==> src/rtl/bitfield_insert_flags.sv <==
module bitfield_insert_flags #(
  parameter int W  = 32,
  parameter int FW = 8
) (
  input  logic            clk,
  input  logic            rst,
  input  logic            in_valid,
  input  logic            flag_en,
  input  logic [W-1:0]    base_word,
  input  logic [W-1:0]    ins_word,
  input  logic [2*FW-1:0] ctrl_word,
  output logic [W-1:0]    result,
  output logic            out_valid,
  output logic            flag_z,
  output logic            flag_s,
  output logic            flag_c,
  output logic            flag_v
);

  localparam logic [FW-1:0] WF = FW'(W);

  logic [FW-1:0] pos, req_len, use_len;
  logic [W-1:0]  len_mask, mask, ins_sh, ins_res;
  logic          pass;

  assign pos      = ctrl_word[FW-1:0];
  assign req_len  = ctrl_word[2*FW-1:FW];
  assign pass     = pos >= WF;
  assign use_len  = (req_len > WF) ? WF - pos : req_len;
  assign len_mask = (use_len >= WF) ? {W{1'b1}} : ((W'(1) << use_len) - W'(1));
  assign mask     = len_mask << pos;
  assign ins_sh   = ins_word << pos;
  assign ins_res  = pass ? base_word : ((base_word & ~mask) | (ins_sh & mask));

  always_ff @(posedge clk) begin
    if (rst) begin
      result    <= '0;
      out_valid <= 1'b0;
      flag_z    <= 1'b0;
      flag_s    <= 1'b0;
      flag_c    <= 1'b0;
      flag_v    <= 1'b0;
    end else begin
      out_valid <= in_valid;
      if (in_valid) begin
        result <= ins_res;
        if (flag_en) begin
          flag_z <= (ins_res == '0);
          flag_s <= ins_res[W-1];
          flag_c <= 1'b0;
          flag_v <= 1'b0;
        end
      end
    end
  end

  assert_valid_follows_R10: assert property (@(posedge clk) disable iff (rst)
    in_valid |=> out_valid);
  assert_idle_follows_R10: assert property (@(posedge clk) disable iff (rst)
    !in_valid |=> !out_valid);
  assert_far_offset_pass_R1: assert property (@(posedge clk) disable iff (rst)
    (in_valid && pos >= WF) |=> (result == $past(base_word)));
  assert_zero_length_keeps_R6: assert property (@(posedge clk) disable iff (rst)
    (in_valid && req_len == '0) |=> (result == $past(base_word)));
  assert_zero_flag_R7: assert property (@(posedge clk) disable iff (rst)
    (in_valid && flag_en) |=> (flag_z == (result == '0)) && (flag_s == result[W-1]));
  assert_flags_hold_R9: assert property (@(posedge clk) disable iff (rst)
    !(in_valid && flag_en) |=> $stable({flag_z, flag_s, flag_c, flag_v}));
  assert_low_field_R4: assert property (@(posedge clk) disable iff (rst)
    (in_valid && pos == '0 && req_len == FW'(1)) |=>
      (result == {$past(base_word[W-1:1]), $past(ins_word[0])}));

endmodule

==> config.mk <==
export PLATFORM = sky130hd
export DESIGN_NAME = bitfield_insert_flags
export DESIGN_NICKNAME = d
export VERILOG_FILES = /design/src/rtl/bitfield_insert_flags.sv
export SDC_FILE = /design/constraint.sdc
export NUM_CORES = 1
export LEC_CHECK = 0
export ABC_AREA = 1
export BUFFER_PORTS_ARGS = -buffer_cell sky130_fd_sc_hd__buf_2
export CORE_MARGIN = 3
export CORE_UTILIZATION = 45
export CTS_CLUSTER_DIAMETER = 30
export CTS_CLUSTER_SIZE = 14
export DETAILED_ROUTE_END_ITERATION = 10
export HOLD_SLACK_MARGIN = 0.15
export PLACE_DENSITY = 0.74
export SYNTH_ARGS = -nofsm -noshare
export SYNTH_HDL_FRONTEND = slang
export SYNTH_SLANG_ARGS = --single-unit
==> constraint.sdc <==
create_clock -name clk -period 5.23 [get_ports clk]
set_input_delay 0.7845 -clock clk [delete_from_list [all_inputs] [get_ports clk]]
set_output_delay 0.7845 -clock clk [all_outputs]
set_load 0.03 [all_outputs]
# Yosys cells after proc, flatten, opt, wreduce, memory -nomap -nowiden
# Index checks and enable logic that the tools add are counted.
[op_classes]
n_addsub = 2
n_mul = 0
div_mod_pow = 0
magnitude_cmp = 3
n_eq_ne = 0
shift = 3
n_mux = 3
bitwise = 4
reduce_logical = 2
[op_table]
columns = ["op", "n"]
rows = [
  ["$and 32x32->32", 2],
  ["$mux 32", 2],
  ["$shl 32x8->32", 2],
  ["$logic_not 32->1", 1],
  ["$not 32->32", 1],
  ["$or 32x32->32", 1],
  ["$shl 1x8->32 const A", 1],
  ["$sub 32x1->32 const B", 1],
  ["$ge 8x6->1 const B", 2],
  ["$gt 8x6->1 const B", 1],
  ["$mux 8", 1],
  ["$sub 6x8->8 const A", 1],
  ["$reduce_and 2->1", 1],
]
[totals]
reg_bits = 35
latch_bits = 0
ramBits = 0
rom_bits = 0
in_bits = 84
out_inout_bits = 37
word_cells = 21
memories = 0

# Depth between registers and ports, before layout
# Gate-level depths: netlist of run 1.
[depth]
ltp_word = 11
ltp_mapped = 39
ltp_nobuf = 35

# Least setup slack after synthesis of run 1
# No wires, ideal clock.
[synth_path]
path_kind = "input-to-reg"
from = "input port ctrl_word[0]"
to = "register flag_z"
setup_time_ns = 0.071
arrival_ns = 4.553
setup_slack_ns = 0.606
stages = 35
n_path_buf = 4
cell_sequence = "clkbuf_1 > inv_1 > clkbuf_1 > clkbuf_1 > buf_2 > ha_1 > nand3_1 > nand3_1 > nand2_1 > nand2_2 > nand4_1 > nor2_1 > nand3_2 > ha_1 > inv_1 > nand4_1 > nand3_1 > nand2_1 > inv_1 > nand2_1 > nand3_1 > nand3_1 > nor2_1 > nand2_1 > nand2_1 > nand3_1 > nor2_1 > nand2_1 > nor2_1 > nand3_1 > nor2_1 > nand3_1 > nor2_1 > nand3_1 > a21oi_1"
[synth_via]
elab_chain_len = 11
elab_cells_between_ends = 15
[synth_rtl]
columns = ["item", "line_no", "rtl"]
rows = [
  ["start: declaration", "11", "input logic [2*FW-1:0] ctrl_word,"],
  ["$sub 6x8->8", "29", "assign use_len = (req_len > WF) ? WF - pos : req_len;"],
  ["$mux 8", "29", ""],
  ["$shl 1x8->32", "30", "assign len_mask = (use_len >= WF) ? {W{1'b1}} : ((W'(1) << use_len) - W'(1));"],
  ["$sub 32x1->32", "30", ""],
  ["$mux 32", "30", ""],
  ["$shl 32x8->32", "31", "assign mask = len_mask << pos;"],
  ["$not 32->32", "33", "assign ins_res = pass ? base_word : ((base_word & ~mask) | (ins_sh & mask));"],
  ["$and 32x32->32", "33", ""],
  ["$or 32x32->32", "33", ""],
  ["$mux 32 *", "33", ""],
  ["$logic_not 32->1 *", "48", "flag_z <= (ins_res == '0);"],
  ["end signal: assignment", "48", ""],
  ["end: declaration", "14", "output logic flag_z,"],
]
# Every way passes the cells marked *; elsewhere a longest branch is shown, timed or not.
# A chain may end at the register's enable or synchronous reset.

# Worst setup path after layout of run 1
[layout_path]
from = "input port ctrl_word[1]"
to = "register flag_z"
# The elaborated chain is that of the path after synthesis.

==> impl_summary.log, run 1 <==
INFO  metric finalSetupViolCount = 0
INFO  metric r2r_setup_slack = 4.52 ns
INFO  metric cts-hold-fix-buffers = 0
INFO  metric hold_class = flip-flop to flip-flop
INFO  metric relSlewSlack = 0.519
INFO  metric post_synth.cell_area_avg = 5.04 um2
INFO  metric power_density = 165 mW/mm2
INFO  metric clock-sinks = 35
INFO  metric regToRegStartpoint = result[19]
INFO  metric hold_viol_final = 0
INFO  metric period_minus_slack = 4.79 ns
INFO  metric latest_clock_arrival_within_the_worst_skew_pair = 0.28 ns
INFO  metric finish.net_count = 1486
INFO  metric crit_path_capture_type = flip-flop
INFO  metric max_cap_viol_count = 0
INFO  metric synth-edff-count = 0
INFO  metric max_freq = 209 MHz
INFO  metric synth_top_cell_by_area = nand2_1
INFO  metric critical_path.max_fanout = 23
INFO  metric synthToLayoutAreaGrowth = 10.6%
INFO  metric worst_setup_path_start_kind = input pin
INFO  metric status = finished, final reports clean
INFO  metric synth-main-ff-cell = dfxtp_1
INFO  metric dp_hpwl = 20.4 mm
INFO  metric path_class = input pin to flip-flop
INFO  metric ios = 121
INFO  metric grt_start_max_net_pins = 66
INFO  metric postRouteAntennaNets = 0
INFO  metric final_estimated_routing_congestion_in_global_placement = 1.06
INFO  metric cp_slowest_stage_delay = 0.33 ns
INFO  metric post_cts_resized = 0
INFO  metric number_of_antenna_violations_at_the_first_check_in_global_routing = 0
INFO  metric cts_root_buffer = clkbuf_16
INFO  metric fp-row-count = 44
INFO  metric synthDistinctLibCells = 49
INFO  metric grt_usage = 0.303
INFO  metric synth_async_sr_flop_share = 0
INFO  metric cts-root-to-sink-buffers = 2
INFO  metric timing.critical_path.from = ctrl_word[1]
INFO  metric worstRegToRegCells = 4
INFO  metric vias_in_the_first_global_route = 8175
INFO  metric seq_cells_post_synth = 35
INFO  metric leakage = 4.39 nW
INFO  metric die_w = 129 um
INFO  metric synth_area_leaders = nand2_1 (25%), nand3_1 (17%), dfxtp_1 (10%)
INFO  metric postLayoutCoreUtil = 0.512
INFO  metric slew_violations = 0
INFO  metric setup.worst_path.end = flag_z
INFO  metric routed_wirelength_normalized_by_instance_count = 16.1 um
INFO  metric antenna_cells_inserted = 0
INFO  metric routed_wirelength = 25.6 mm
INFO  metric finalClockSkew = 0 ns
INFO  metric yosys_warnings = 0
INFO  metric buffer_ports.inserted = 118
INFO  metric finalSetupTns = 0 ns
INFO  metric grt_overflow_total = 0
INFO  metric clk_pin_slew_worst_paths = 0.06 ns
INFO  metric post-route-period-util = 0.916
INFO  metric final_layout_size_suffix_gt1_frac = 0.149
INFO  metric post-cts-setup-buffer-count = 0
INFO  metric final.hold.worst_slack = 0.476 ns
INFO  metric first_iter_violations = 1263
INFO  metric ir_worst_vdd = 0.000134 V
INFO  metric detailedRoute.firstPassIterationCount = 6
INFO  metric timing.critical_path.mode_cell = nand3_1
INFO  metric worst_path_max_delay_cell = nor2_1
INFO  metric fp.dieH = 129 um
INFO  metric syn-instance-count = 1341
INFO  metric worst_r2r_endpoint = result[19]
INFO  metric number_of_buffers_added_by_the_clock_tree_synthesis_step = 5
INFO  metric synth_top_area_share = 0.252
INFO  metric worst-endpoint-required = 5.44 ns
INFO  metric crit_arrival = 5.01 ns
INFO  metric post-route-drc-count = 0
INFO  metric htree_levels = 2
INFO  metric core_region_area = 0.0146 mm2
INFO  metric worstMarginPinSlew = 0.717 ns
INFO  metric global_route_wire_length_before_repair = 41.0 mm
INFO  metric rsz_0062_raised_after_global_routing = false
INFO  metric detail_route.vias_per_cell = 5.75
INFO  metric synth-seq-area-share = 0.104
INFO  metric via_count = 9120
INFO  metric floorplan.initialDensity = 0.463
INFO  metric netlist_area = 0.00676 mm2
INFO  metric dieArea = 0.0165 mm2
INFO  metric cts_tree = yes
metal layers:
layer  global-route usage  routed length, um  vias to the layer above
met1                0.421              11300                     4104
met3               0.0378               1870                       69
met5                    0                  0                        -
li1                     -                  -                     4522
met4               0.0791                714                        0
met2                0.498              11700                      425
cell families after synthesis:
| family | count (synthesis) | share of synthesized area |
|---|---|---|
| fa+ha+maj | 2 | 0.00370 |
| xor+xnor | 1 | 0.00130 |
| buf+inv | 229 | 0.141 |
| simple gates | 881 | 0.581 |
| other cells | 1 | 0.000555 |
| mux | 6 | 0.00889 |
| flops | 35 | 0.104 |
| compound gates | 186 | 0.160 |
worst max-delay path: cells and delay by family:
family          cells  cell delay (ns)
simple gates       25             3.20
compound gates      1             0.13
fa+ha+maj           2             0.47
buf+inv             4             0.43
where the power goes:
part	total, mW	leakage [nW]	switching, mW	internal (mW)
combinational	0.622	4.03	0.436	0.186
sequential	0.297	0.291	0.0107	0.286
clock	0.315	0.0761	0.113	0.202
total	1.23	4.39	0.560	0.674
cell usage after synthesis (5+ instances only):
cell type	number
inv_1	132
nand3_1	236
clkbuf_1	36
mux2i_1	6
nor2_1	94
o22ai_1	6
nand3b_1	5
buf_6	6
nand3_2	12
buf_2	21
dfxtp_1	35
nand2_2	13
o211ai_1	29
o21ai_0	101
nand2_1	453
buf_1	18
a21oi_1	24
inv_2	8
nor2_2	16
o21ai_1	6
nand4_1	31
state kept, by name, indices dropped and copies added (netlist names):
name and count:
flag_s 1, result 32, out_valid 1, flag_z 1
per-stage QoR:
stage | cell area (um2) | worst slack, ns | cells | total power, mW
5_1_grt | 7480 | 0.106 | 1585 | 1.32
3_3_place_gp | 7320 | 0.331 | 1577 | 0.906
3_5_place_dp | 7320 | 0.294 | 1577 | 0.907
2_1_floorplan | 6760 | 0.606 | 1342 | 0.743
6_report | 7480 | 0.439 | 1585 | 1.23
4_1_cts | 7480 | 0.577 | 1585 | 1.22
cell type report:
class | instances | area, um2
Multi-Input combinational cell | 1078 | 5110
Sequential cell | 35 | 701
Fill cell | 1632 | 7110
Tap cell | 184 | 230
Inverter | 145 | 557
Clock buffer | 7 | 153
Timing Repair Buffer | 135 | 718
Clock inverter | 1 | 7.51
worst min path at each step:
stage                     from         end  slack [ns]  depth (start not counted)
floorplan               flag_z      flag_z        0.59                          2
global placement    result[27]  result[27]        0.46                          2
detailed placement  result[31]  result[31]        0.46                          2
CTS                     flag_z      flag_z        0.48                          2
global route         result[6]   result[6]        0.49                          2
finish                  flag_z      flag_z        0.48                          2
cell usage in the layout, fill, tap and decap left out, types with 3 or more instances in the layout:
cell,instances
nor2_1,93
nor2_4,4
nand3b_1,5
and3_1,3
nor3_1,3
nand3_1,236
o21ai_0,101
nand2_1,453
o22ai_1,6
nor2_2,17
o21ai_1,6
a31oi_1,3
dfxtp_1,35
and2_1,3
or2_2,4
nand2_2,13
nand4_1,31
a32oi_1,3
clkbuf_16,5
o211ai_1,29
buf_2,118
a21oi_1,24
inv_1,132
nand3_2,12
buf_4,17
mux2i_1,6
inv_2,8
No activity file was read; power rests on OpenSTA's default activity.
==> run 2: changes to the inputs <==
- clock period: 5.23 -> 5.2 ns (I/O delays scaled with it)
==> impl_summary.log, run 2 (synthesis gave the netlist of run 1 again) <==
INFO  metric number_of_buffers_added_by_the_clock_tree_synthesis_step = 5 (unchanged)
INFO  metric fillerInstances = 1573 (-3.6%)
INFO  metric final_estimated_routing_congestion_in_global_placement = 1.05 (-0.79%)
INFO  metric crit_arrival = 4.85 ns (-0.16 ns)
INFO  metric cellInternalPower = 660 uW (-2.0%)
INFO  metric latest_clock_arrival_within_the_worst_skew_pair = 0.28 ns (about the same)
INFO  metric grt_overflow_total = 0 (unchanged)
INFO  metric routed_wirelength_normalized_by_instance_count = 15.8 um (-1.9%)
INFO  metric timing.final.ws_setup = 0.561 ns (+0.122 ns)
INFO  metric cts_root_buffer = clkbuf_16
INFO  metric postRouteAntennaNets = 0 (unchanged)
INFO  metric netSwitchingPower = 553 uW (-1.1%)
INFO  metric relSlewSlack = 0.514 (-0.00487)
INFO  metric finish.net_count = 1485 (-0.067%)
INFO  metric htree_levels = 2 (unchanged)
INFO  metric post-route-drc-count = 0 (unchanged)
INFO  metric synthToLayoutAreaGrowth = 10.3%
INFO  metric hold_viol_final = 0 (unchanged)
INFO  metric leakage = 4.39 nW (-0.20%)
INFO  metric worstMarginPinSlew = 0.724 ns (+0.00725 ns)
INFO  metric cp_slowest_stage_delay = 0.36 ns (+0.03 ns)
INFO  metric finalPower = 1.21 mW (-1.6%)
INFO  metric worstRegToRegCells = 4 (unchanged)
INFO  metric largest_register_ffs = 32 (unchanged)
INFO  metric seqCellArea = 701 um2 (unchanged)
INFO  metric buffer_ports.inserted = 118 (unchanged)
INFO  metric grt_start_max_net_pins = 66 (unchanged)
INFO  metric power_density = 163 mW/mm2 (-1.3%)
INFO  metric max_freq = 216 MHz
INFO  metric dp_hpwl = 19.8 mm (-2.7%)
INFO  metric comb_power_share = 0.511 (+0.007)
INFO  metric status = finished, final reports clean
INFO  metric floorplan.initialDensity = 0.463 (unchanged)
INFO  metric worst_path_max_delay_cell = nor2_1
INFO  metric mostFrequentLayoutCell = nand2_1
INFO  metric detail_route.vias_per_cell = 5.59 (-2.8%)
INFO  metric final_design_area_no_fill = 0.00745 mm2 (-0.32%)
INFO  metric max_flop_register = result
INFO  metric routed_wirelength = 25.0 mm (-2.0%)
INFO  metric leading_cell_types_in_the_layout_fill_and_taps_excluded = nand2_1 (453), nand3_1 (236), inv_1 (132), buf_2 (118), o21ai_0 (101)
INFO  metric cp_top_family = simple AND/OR/NAND/NOR gates
INFO  metric post-place-cells = 1576 (-0.063%)
INFO  metric cts-root-to-sink-buffers = 2 (unchanged)
INFO  metric path_buf_inv = 2 (-2)
INFO  metric finalSetupViolCount = 0 (unchanged)
INFO  metric path_class = input pin to flip-flop
INFO  metric die_w = 129 um (unchanged)
INFO  metric max_cap_viol_count = 0 (unchanged)
INFO  metric global_route_wire_length_before_repair = 40.4 mm (-1.5%)
INFO  metric ir_worst_vdd = 0.000125 V (-6.6%)
INFO  metric postLayoutCoreUtil = 0.511 (-0.00163)
INFO  metric core_region_area = 0.0146 mm2 (unchanged)
INFO  metric fp-row-count = 44 (unchanged)
INFO  metric hold_class = flip-flop to flip-flop
INFO  metric clock-sinks = 35 (unchanged)
INFO  metric cts-hold-fix-buffers = 0 (unchanged)
INFO  metric vias_in_the_first_global_route = 8168 (-0.086%)
INFO  metric placedInstanceArea = 0.00731 mm2 (-0.10%)
INFO  metric clk_pin_slew_worst_paths = 0.05 ns (about the same)
INFO  metric combined_area_of_the_multi_input_logic_cells = 0.00511 mm2 (unchanged)
INFO  metric final_layout_size_suffix_gt1_frac = 0.148 (-0.00122)
INFO  metric grt_usage = 0.298 (-0.00537)
INFO  metric timing.critical_path.mode_cell = nand2_1
INFO  metric rsz_0062_raised_after_global_routing = false
INFO  metric number_of_standard_cells_in_the_layout_taps_in_and_fillers_out = 1583 (-0.13%)
INFO  metric slew_violations = 0 (unchanged)
INFO  metric ios = 121 (unchanged)
INFO  metric number_of_antenna_violations_at_the_first_check_in_global_routing = 0 (unchanged)
INFO  metric p_clk_frac = 0.243 (-0.012)
INFO  metric crit_path_capture_type = flip-flop
INFO  metric crit_cells = 30 (-6.3%)
INFO  metric final.hold.worst_slack = 0.477 ns (+0.00108 ns)
INFO  metric worst_setup_path_start_kind = input pin
INFO  metric critical_path.max_fanout = 23 (unchanged)
INFO  metric dieArea = 0.0165 mm2 (unchanged)
INFO  metric preCtsSetupSlack = 0.383 ns (+0.0891 ns)
INFO  metric period_minus_slack = 4.64 ns
INFO  metric post-cts-setup-buffer-count = 0 (unchanged)
INFO  metric first_iter_violations = 932 (-26%)
INFO  metric fp.dieH = 129 um (unchanged)
INFO  metric hold_depth = 2 (unchanged)
INFO  metric cts_tree = yes
INFO  metric p_seq_frac = 0.245 (+0.005)
INFO  metric post_cts_resized = 0 (unchanged)
INFO  metric finalSetupTns = 0 ns (unchanged)
INFO  metric via_count = 8851 (-2.9%)
INFO  metric post-route-period-util = 0.892
INFO  metric worst-endpoint-required = 5.42 ns (-0.02 ns)
INFO  metric detailedRoute.firstPassIterationCount = 6 (unchanged)
INFO  metric switching_share = 0.456 (+0.00229)
INFO  metric finalClockSkew = 0 ns (unchanged)
INFO  metric antenna_cells_inserted = 0 (unchanged)
==> run 2: cell types whose count changed in the layout (fill, tap and decap cells not counted) <==
cell / change
clkbuf_8: -1
clkinv_2: +1
clkinvlp_4: -1
buf_4: -1
==> run 2: final cells by class <==
cell class | count | area share
multi-input combinational | 1078 | 0.686
timing repair buffer | 134 | 0.0954
sequential | 35 | 0.0940
inverter | 145 | 0.0747
tap | 184 | 0.0309
clock buffer | 6 | 0.0186
clock inverter | 1 | 0.000672
==> run 2: power groups by stage <==
stage	clock, mW	sequential [mW]	combinational [mW]
2_1_floorplan	0	0.339	0.408
3_3_place_gp	0	0.303	0.606
3_5_place_dp	0	0.302	0.608
4_1_cts	0.299	0.297	0.610
5_1_grt	0.315	0.299	0.693
6_report	0.295	0.298	0.621
==> run 2: final timing paths <==
check | slack [ns] | endpoint | from
worst max-delay path | 0.56 | flag_z | ctrl_word[1]
worst min-delay path | 0.48 | result[7] | result[7]
worst max register to register | 4.50 | result[20] | result[20]
worst min register to register | 0.48 | result[7] | result[7]
==> run 2: worst reg2reg max path, delay by kind of cell, from the launching register on <==
family | cells | cell delay, ns
AOI/OAI and AO/OA | 1 | 0.08
buffers and inverters | 1 | 0.06
DFF | 1 | 0.32
and+or+nand+nor | 2 | 0.13
==> run 2: routing by layer <==
layer | GRT usage | vias to the layer above | routed length (um)
met2 | 0.486 | 336 | 11400
li1 | - | 4510 | -
met4 | 0.0908 | 0 | 790
met3 | 0.0361 | 67 | 1620
met1 | 0.411 | 3938 | 11200
met5 | 0 | - | 0
